--- config.mk ---
export PLATFORM = sky130hd
export DESIGN_NAME = nr_reducer
export DESIGN_NICKNAME = d
export VERILOG_FILES = /design/src/rtl/nrr_pkg.sv /design/src/rtl/nrr_ctrl.sv /design/src/rtl/nrr_datapath.sv /design/src/rtl/nr_reducer.sv
export SDC_FILE = /design/constraint.sdc
export NUM_CORES = 1
export LEC_CHECK = 0
export BUFFER_PORTS_ARGS = -buffer_cell sky130_fd_sc_hd__buf_2
export CAP_MARGIN = 20
export CELL_PAD_IN_SITES_DETAIL_PLACEMENT = 1
export CELL_PAD_IN_SITES_GLOBAL_PLACEMENT = 2
export CORE_UTILIZATION = 35
export DETAILED_ROUTE_END_ITERATION = 12
export MAX_ROUTING_LAYER = met4
export PLACE_DENSITY_LB_ADDON = 0.1
export SYNTH_ARGS = -nofsm -noshare
export SYNTH_HDL_FRONTEND = slang
export SYNTH_HIERARCHICAL = 1
export SYNTH_SLANG_ARGS = --single-unit
--- constraint.sdc ---
create_clock -name clk -period 2.15 [get_ports clk]
set_input_delay 0.3225 -clock clk [delete_from_list [all_inputs] [get_ports clk]]
set_output_delay 0.3225 -clock clk [all_outputs]
set_load 0.01 [all_outputs]
--- src/rtl/nrr_pkg.sv ---
package nrr_pkg;
  typedef struct packed {
    logic load;     // capture operands into datapath
    logic step;     // one nonrestoring add/subtract
    logic shiftEn;  // double the remainder after the step
    logic correct;  // final sign correction, write result
  } nrrCtrl_t;

  typedef enum logic [1:0] {
    ST_IDLE    = 2'd0,
    ST_ITERATE = 2'd1,
    ST_CORRECT = 2'd2,
    ST_DONE    = 2'd3
  } nrrState_t;
endpackage

--- src/rtl/nrr_ctrl.sv ---
module nrr_ctrl
  import nrr_pkg::*;
#(
  parameter int N = 8,
  parameter int K = 4
) (
  input  logic     clk,
  input  logic     rstN,
  input  logic     start,
  output nrrCtrl_t ctrl,
  output logic     busy,
  output logic     done
);
  localparam int ITERS = N - K + 1;
  localparam int CW    = $clog2(ITERS + 1);

  nrrState_t      state, stateNext;
  logic [CW-1:0]  iterCnt, iterCntNext;
  logic           lastIter;

  assign lastIter = (iterCnt == CW'(1));

  always_comb begin
    stateNext    = state;
    iterCntNext  = iterCnt;
    ctrl         = '0;
    unique case (state)
      ST_IDLE: begin
        if (start) begin
          ctrl.load   = 1'b1;
          iterCntNext = CW'(ITERS);
          stateNext   = ST_ITERATE;
        end
      end
      ST_ITERATE: begin
        ctrl.step    = 1'b1;
        ctrl.shiftEn = !lastIter;
        iterCntNext  = iterCnt - CW'(1);
        if (lastIter) stateNext = ST_CORRECT;
      end
      ST_CORRECT: begin
        ctrl.correct = 1'b1;
        stateNext    = ST_DONE;
      end
      ST_DONE: stateNext = ST_IDLE;
      default: stateNext = ST_IDLE;
    endcase
  end

  always_ff @(posedge clk or negedge rstN) begin
    if (!rstN) begin
      state   <= ST_IDLE;
      iterCnt <= '0;
    end else begin
      state   <= stateNext;
      iterCnt <= iterCntNext;
    end
  end

  assign busy = (state != ST_IDLE);
  assign done = (state == ST_DONE);
endmodule

--- src/rtl/nrr_datapath.sv ---
module nrr_datapath
  import nrr_pkg::*;
#(
  parameter int N = 8,
  parameter int K = 4
) (
  input  logic         clk,
  input  logic         rstN,
  input  nrrCtrl_t     ctrl,
  input  logic [N-1:0] xIn,
  input  logic [K-1:0] mIn,
  output logic [K-1:0] z
);
  localparam int W  = N + 2;   // partial remainder width
  localparam int SH = N - K;   // zero low bits of aligned modulus
  localparam int H  = K + 2;   // adder slice width incl. sign

  logic [W-1:0] sReg;
  logic [K-1:0] mReg;
  logic [K-1:0] zReg;

  logic [H-1:0] hiSlice, mExt, stepSum, corrSum;
  logic [W-1:0] stepFull, stepNext;
  logic         isNeg;

  assign hiSlice = sReg[W-1:SH];
  assign mExt    = {2'b00, mReg};
  assign isNeg   = sReg[W-1];

  // sign picks the operation: negative -> add, otherwise subtract
  assign stepSum = isNeg ? (hiSlice + mExt) : (hiSlice - mExt);
  assign corrSum = isNeg ? (hiSlice + mExt) : hiSlice;

  generate
    if (SH > 0) begin : g_lowPass
      assign stepFull = {stepSum, sReg[SH-1:0]};
    end else begin : g_noLow
      assign stepFull = stepSum;
    end
  endgenerate

  assign stepNext = ctrl.shiftEn ? {stepFull[W-2:0], 1'b0} : stepFull;

  always_ff @(posedge clk or negedge rstN) begin
    if (!rstN) begin
      sReg <= '0;
      mReg <= '0;
      zReg <= '0;
    end else begin
      if (ctrl.load) begin
        sReg <= {2'b00, xIn};
        mReg <= mIn;
      end else if (ctrl.step) begin
        sReg <= stepNext;
      end
      if (ctrl.correct) zReg <= corrSum[K-1:0];
    end
  end

  assign z = zReg;
endmodule

--- src/rtl/nr_reducer.sv ---
module nr_reducer
  import nrr_pkg::*;
#(
  parameter int N = 8,
  parameter int K = 4
) (
  input  logic         clk,
  input  logic         rstN,
  input  logic         start,
  input  logic [N-1:0] xIn,
  input  logic [K-1:0] mIn,
  output logic         busy,
  output logic         done,
  output logic [K-1:0] z
);
  nrrCtrl_t ctrl;

  nrr_ctrl #(.N(N), .K(K)) ctrl_i (
    .clk   (clk),
    .rstN  (rstN),
    .start (start),
    .ctrl  (ctrl),
    .busy  (busy),
    .done  (done)
  );

  nrr_datapath #(.N(N), .K(K)) dp_i (
    .clk  (clk),
    .rstN (rstN),
    .ctrl (ctrl),
    .xIn  (xIn),
    .mIn  (mIn),
    .z    (z)
  );
endmodule

# == Word level (Yosys, flattened, before mapping) ==
# Cells that the tools add are included.
# classes
addsub,3
eq_ne,6
n_mux,14
reduce_logical,9
# ops
operator,count
10-bit 2-to-1 mux,3
2-bit one-hot mux with 4 select lines,1
2-bit nonzero test,4
6-bit by 4-bit adder with 6-bit output,1
2-bit 2-to-1 mux,3
6-bit 2-to-1 mux,1
3-bit one-hot mux with 2 select lines,1
2-bit AND reduction,3
6-bit by 4-bit subtractor with 6-bit output,1
2-bit equality test (second input constant),2
4-bit 2-to-1 mux,1
3-bit by 1-bit equality test with 1-bit output (second input constant),1
1-bit 2-to-1 mux,3
3-bit 2-to-1 mux,1
3-bit by 1-bit subtractor with 3-bit output (second input constant),1
2-bit by 1-bit equality test with 1-bit output (second input constant),1
2-bit zero test,1
2-bit by 1-bit inequality test with 1-bit output (second input constant),1
2-bit inequality test (second input constant),1
1-bit zero test,1
# word_totals
regBits,23
output_inout_bits,6
wordCells,38

# == Logic depth before layout (Yosys ltp) ==
# depth
depth_word,6
mapped_depth,9
ltp_nobuf,8

# == Cells and area by module ==
# Netlist, hierarchy kept.
# modules_own_cells
mod,n_inst,cells_per_inst,area_per_inst_um2,seq_area_each_um2
nrr_datapath,1,136,1186.1,450.4
nrr_ctrl,1,36,372.9,125.1

# == Least setup slack after synthesis ==
# Ideal clock, no wire load.
# synth_path
kind,flip-flop to flip-flop
start,reg dp_i.sReg[6]
end,reg dp_i.sReg[9]
setup_time_ns,0.120
arrival_ns,1.786
required_ns,2.030
path_slack_ns,0.244
stages_incl_launch_ff,8
path_buffers,0
path_cell_list,dfrtp_1 ha_1 nor2b_1 o21bai_1 a211oi_1 xnor2_1 nand2_1 a31o_2
# synth_between
elab_chain_len,5
# synth_rtl
element,line,text
"start, declared",nrr_datapath.sv:18,logic [W-1:0] sReg;
"start signal, assigned",nrr_datapath.sv:51,"sReg <= {2'b00, xIn};"
"start signal, assigned",nrr_datapath.sv:54,sReg <= stepNext;
6-bit by 4-bit subtractor with 6-bit output or 6-bit by 4-bit adder with 6-bit output (tied branches),n/a,
6-bit 2-to-1 mux *,nrr_datapath.sv:31,assign stepSum = isNeg ? (hiSlice + mExt) : (hiSlice - mExt);
10-bit 2-to-1 mux *,nrr_datapath.sv:42,"assign stepNext = ctrl.shiftEn ? {stepFull[W-2:0], 1'b0} : stepFull;"
10-bit 2-to-1 mux *,nrr_datapath.sv:53,end else if (ctrl.step) begin
10-bit 2-to-1 mux *,nrr_datapath.sv:50,if (ctrl.load) begin
# Every way passes the cells marked *; elsewhere a longest branch is shown, timed or not. The select of a mux whose other input is x is not followed.
# A chain may end at the register's enable or synchronous reset.

# == Worst setup path after layout ==
# layout_path
start,reg dp_i.sReg[4]
end,reg dp_i.sReg[9]
# Same word-level chain as after synthesis.

==> flow_summary.html <==
<table>
<tr><th>Metric</th><th>Value</th></tr>
<tr><th colspan="2">Status</th></tr>
<tr><td>Result of the run</td><td>finished clean</td></tr>
<tr><th colspan="2">Final layout</th></tr>
<tr><td>Ratio of cells with drive above 1 in the final layout</td><td>24.4%</td></tr>
<tr><td>Share of the core filled with cells in the final layout</td><td>44.2%</td></tr>
<tr><td>Final nets</td><td>234</td></tr>
<tr><td>Number of fillers in the final layout</td><td>509</td></tr>
<tr><td>Most frequent standard cell in the layout excluding fill and tap cells</td><td>dfrtp_1</td></tr>
<tr><td>Diodes inserted</td><td>0</td></tr>
<tr><td>Commonest cells after routing, fill and taps aside</td><td>dfrtp_1 (23), buf_2 (20), nand2_1 (19)</td></tr>
<tr><td>Synth-to-layout area growth</td><td>17.5%</td></tr>
<tr><th colspan="2">STA</th></tr>
<tr><td>Worst rel slew slack</td><td>64.3%</td></tr>
<tr><td>Final count of hold timing violations</td><td>0</td></tr>
<tr><td>Period Utilization, post-route</td><td>between 90% and 100%</td></tr>
<tr><td>Clock period minus worst slack</td><td>2.03 ns</td></tr>
<tr><td>Slew at the pin closest to its max-slew limit</td><td>between 0.5 and 0.6 ns</td></tr>
<tr><td>Pins over their slew limit</td><td>0</td></tr>
<tr><td>Clock tree skew after final layout</td><td>0.00620 ns</td></tr>
<tr><td>RSZ-0062 raised after global routing</td><td>false</td></tr>
<tr><td>Fmax</td><td>493 MHz</td></tr>
<tr><td>TNS Setup</td><td>0 ns</td></tr>
<tr><td>Setup Viol. Count Final</td><td>0</td></tr>
<tr><th colspan="2">Global routing</th></tr>
<tr><td>Largest net degree at the start of global routing</td><td>24</td></tr>
<tr><td>First-pass GRT wire length</td><td>~6.1 mm</td></tr>
<tr><td>Grt met1 use</td><td>23.1%</td></tr>
<tr><td>Most Crowded Layer GR</td><td>met2</td></tr>
<tr><td>Vias in the first global route</td><td>1273</td></tr>
<tr><td>Total grt overflow</td><td>0</td></tr>
<tr><td>Met3 demand-to-capacity share in global routing</td><td>3.95%</td></tr>
<tr><td>Antenna violations before repair</td><td>0</td></tr>
<tr><td>Aggregate global-route resource usage</td><td>18.5%</td></tr>
<tr><td>Fraction of met2 tracks used by global routing</td><td>between 30% and 40%</td></tr>
<tr><th colspan="2">Routing</th></tr>
<tr><td>Avg WL per Cell</td><td>14.8 um</td></tr>
<tr><td>Residual DRC</td><td>0</td></tr>
<tr><td>Via-per-instance ratio</td><td>5.02</td></tr>
<tr><td>Antenna-violating nets left</td><td>0</td></tr>
<tr><td>Initial drt markers</td><td>33</td></tr>
<tr><td>Detailed-router iteration count before antenna repair</td><td>4</td></tr>
<tr><td>WL final</td><td>between 3 and 4 mm</td></tr>
<tr><td>Routed vias</td><td>about 1300</td></tr>
<tr><th colspan="2">Yosys</th></tr>
<tr><td>Portion of the post-synthesis area used by sequential elements</td><td>a little under two fifths</td></tr>
<tr><td>Cells after Synth</td><td>172</td></tr>
<tr><td>Cell taking the most area after synthesis</td><td>dfrtp_1</td></tr>
<tr><td>Leading post-synthesis cells by cell area</td><td>dfrtp_1 (37%), ha_1 (13%), nand2_1 (4.6%)</td></tr>
<tr><td>Distinct cells, synth</td><td>43</td></tr>
<tr><td>Mapped Nets</td><td>slightly above 200</td></tr>
<tr><td>Portion of synthesized cell area occupied by the leading cell type</td><td>36.9%</td></tr>
<tr><td>Warning count from the yosys run</td><td>6</td></tr>
<tr><td>Per-instance average area after synthesis</td><td>9.06 sq um</td></tr>
<tr><td>Cell area after technology mapping</td><td>between 0.0015 and 0.002 sq mm</td></tr>
<tr><td>Post-synthesis register bit count</td><td>23</td></tr>
<tr><th colspan="2">Die</th></tr>
<tr><td>Vert. Die Dim</td><td>68.7 um</td></tr>
<tr><td>Die outline area</td><td>0.00473 sq mm</td></tr>
<tr><td>Placeable core region</td><td>around 0.0041 sq mm</td></tr>
<tr><td>Initial standard-cell utilization of the core</td><td>between 30% and 40%</td></tr>
<tr><td>Top-level I/O count</td><td>21</td></tr>
<tr><td>Number of cell rows</td><td>23</td></tr>
<tr><td>X dimension of the die</td><td>around 70 um</td></tr>
<tr><th colspan="2">Worst setup path</th></tr>
<tr><td>Worst path top cell family by delay</td><td>adder cells</td></tr>
<tr><td>Start-to-end type of the worst setup path</td><td>flop to flop</td></tr>
<tr><td>Startpoint Class</td><td>flop</td></tr>
<tr><td>Cell-by-cell trace of the critical path</td><td>ha_1 &gt; fa_2 &gt; nor2b_1 &gt; o21bai_1 &gt; a211oi_1 &gt; buf_4 &gt; xnor2_1 &gt; nand2_1 &gt; a31o_2</td></tr>
<tr><td>Kind of capture point of the worst setup path</td><td>flop</td></tr>
<tr><td>Reg2Reg Setup Slack</td><td>0.12 ns</td></tr>
<tr><td>CP max stage cell</td><td>dfrtp_1</td></tr>
<tr><td>Reg2reg start</td><td>dp_i/sReg[4]$_DFFE_PN0P_</td></tr>
<tr><td>Number of cells traversed by the worst register-to-register path</td><td>9</td></tr>
<tr><td>Worst endpoint required time</td><td>2.32 ns</td></tr>
<tr><td>Buffers and inverters on the worst path</td><td>1</td></tr>
<tr><td>Crit-path max cell delay</td><td>0.39 ns</td></tr>
<tr><td>Critical Path Fanout Max</td><td>3</td></tr>
<tr><td>Reg2reg end</td><td>dp_i/sReg[9]$_DFFE_PN0P_</td></tr>
<tr><td>Data arrival, critical path</td><td>2.20 ns</td></tr>
<tr><th colspan="2">Placed design</th></tr>
<tr><td>Final weighted congestion in routability-driven placement</td><td>0.807</td></tr>
<tr><td>HPWL Detailed</td><td>2.91 mm</td></tr>
<tr><td>Count of input and output buffers</td><td>20</td></tr>
<tr><th colspan="2">Clock tree</th></tr>
<tr><td>Sink count of the clock tree</td><td>23</td></tr>
<tr><td>H-tree depth</td><td>1</td></tr>
<tr><td>Library cell used as clock root buffer</td><td>clkbuf_8</td></tr>
<tr><td>Clock Pin Slew Worst Setup and Hold Paths</td><td>0.09 ns</td></tr>
<tr><td>Skew-Pair Late Insertion Delay</td><td>0.27 ns</td></tr>
<tr><td>Clock buffer count from CTS</td><td>3</td></tr>
<tr><td>TritonCTS clock tree</td><td>done</td></tr>
<tr><td>CTS Buffer Depth</td><td>2</td></tr>
<tr><th colspan="2">Min path</th></tr>
<tr><td>Min-delay worst type</td><td>input pin to asynchronous set/reset pin</td></tr>
<tr><th colspan="2">Power</th></tr>
<tr><td>Internal power</td><td>1.76 mW</td></tr>
<tr><td>Part of the power in registers</td><td>25.5%</td></tr>
<tr><td>Net switching fraction of the power</td><td>45.0%</td></tr>
<tr><td>Max rail drop VDD</td><td>0.000592 V</td></tr>
<tr><td>Power per standard cell area</td><td>1740 mW/mm^2</td></tr>
<tr><td>Leakage</td><td>0.884 nW</td></tr>
<tr><td>Logic pwr share</td><td>around two thirds</td></tr>
<tr><td>Clock group share of total power</td><td>8.8%</td></tr>
<tr><td>Net switching component of the power</td><td>around 1.4 mW</td></tr>
<tr><th colspan="2">Flow run</th></tr>
<tr><td>Total of max-cap violations</td><td>0</td></tr>
</table>
[layer usage]
| metal | vias to the layer above | share of wire [%] | routed length [um] |
|---|---|---|---|
| met5 | - | 0 | 0 |
| met4 | 0 | 0.97 | 36 |
| met3 | 5 | 2.4 | 90 |
| met2 | 18 | 47 | 1750 |
| met1 | 598 | 50 | 1850 |
| li1 | 640 | - | - |
[through the flow]
step | cells | hold slack (ns) | power (mW) | worst slack (ns) | instance area [sq um]
2_1_floorplan | 172 | 0.0269 | 2.29 | 0.244 | 1560
3_5_place_dp | 246 | 0.347 | 2.91 | 0.0808 | 1770
6_report | 251 | 0.0183 | 3.19 | 0.122 | 1830
4_1_cts | 250 | 0.0399 | 3.22 | 0.0421 | 1820
5_1_grt | 251 | 0.0585 | 3.52 | 0.000367 | 1830
3_3_place_gp | 246 | 0.333 | 2.83 | 0.135 | 1770
[worst max-delay path by stage]
stage	to	from	cells past startpoint	slack [ns]
after floorplan	dp_i/sReg[9]$_DFFE_PN0P_	dp_i/sReg[6]$_DFFE_PN0P_	7	0.24
after global placement	dp_i/sReg[9]$_DFFE_PN0P_	dp_i/sReg[4]$_DFFE_PN0P_	9	0.13
after detailed placement	dp_i/sReg[9]$_DFFE_PN0P_	dp_i/sReg[4]$_DFFE_PN0P_	9	0.08
after CTS	dp_i/sReg[9]$_DFFE_PN0P_	dp_i/sReg[4]$_DFFE_PN0P_	9	0.04
after global routing	dp_i/sReg[9]$_DFFE_PN0P_	dp_i/sReg[4]$_DFFE_PN0P_	9	0.0004
final	dp_i/sReg[9]$_DFFE_PN0P_	dp_i/sReg[4]$_DFFE_PN0P_	9	0.12
[area by class of cell]
cell class                 count  area [sq um]  area share (%)
inverter                      16          60.1            3.28
clock buffer                   3          41.3            2.25
multi-input combinational    127           905            49.4
sequential                    23           576            31.4
tap                           50          62.6            3.42
timing repair buffer          31           183            9.97
clock inverter                 1          5.00           0.273
[cell usage after synthesis, drive strengths merged]
library cell,instances
a211o,1
a211oi,1
a21oi,12
a2bb2oi,1
a311oi,1
a31o,1
a31oi,3
and2,3
buf,1
clkbuf,5
dfrtp,23
fa,1
ha,16
inv,16
mux2,4
mux2i,5
nand2,19
nand2b,2
nand3,1
nand3b,2
nor2,12
nor2b,7
nor3,2
nor3b,1
o2111ai,1
o211ai,3
o21ai,15
o21ba,1
o21bai,1
o22ai,2
o311ai,1
or2,1
or2b,1
or4,1
xnor2,2
xor2,3
[sequential cells by signal, indices dropped and copies added (netlist names)]
register	flops
dp_i/mReg	4
ctrl_i/state	2
dp_i/sReg	10
dp_i/z	4
ctrl_i/iterCnt	3
[power by group through the flow]
stage                     combinational, mW  clock [mW]  sequential, mW
after floorplan                        1.48           0           0.810
after global placement                 2.02           0           0.809
after detailed placement               2.08           0           0.830
after CTS                              2.10       0.301           0.821
after global routing                   2.36       0.312           0.847
final                                  2.10       0.281           0.814
[cell families (layout without fill, tap and decap cells)]
kind of cell,count (synthesis),after routing,synth area share (%)
AO/OA/AOI/OAI,44,44,17.3
XOR/XNOR,5,5,2.81
adder cells (fa/ha/maj),17,17,14.1
buffers and inverters,22,51,5.38
flip-flops,23,23,36.9
multiplexers,9,9,6.34
AND/OR/NAND/NOR,52,52,17.1
[repair_timing]
action                     4_1_cts  5_1_grt
hold endpoints to repair         0        0
setup endpoints to repair        0        2
gates resized for setup          0        2
hold buffers                     0        0
buffers inserted                 0        1
Power figures use the tool's default switching activity.
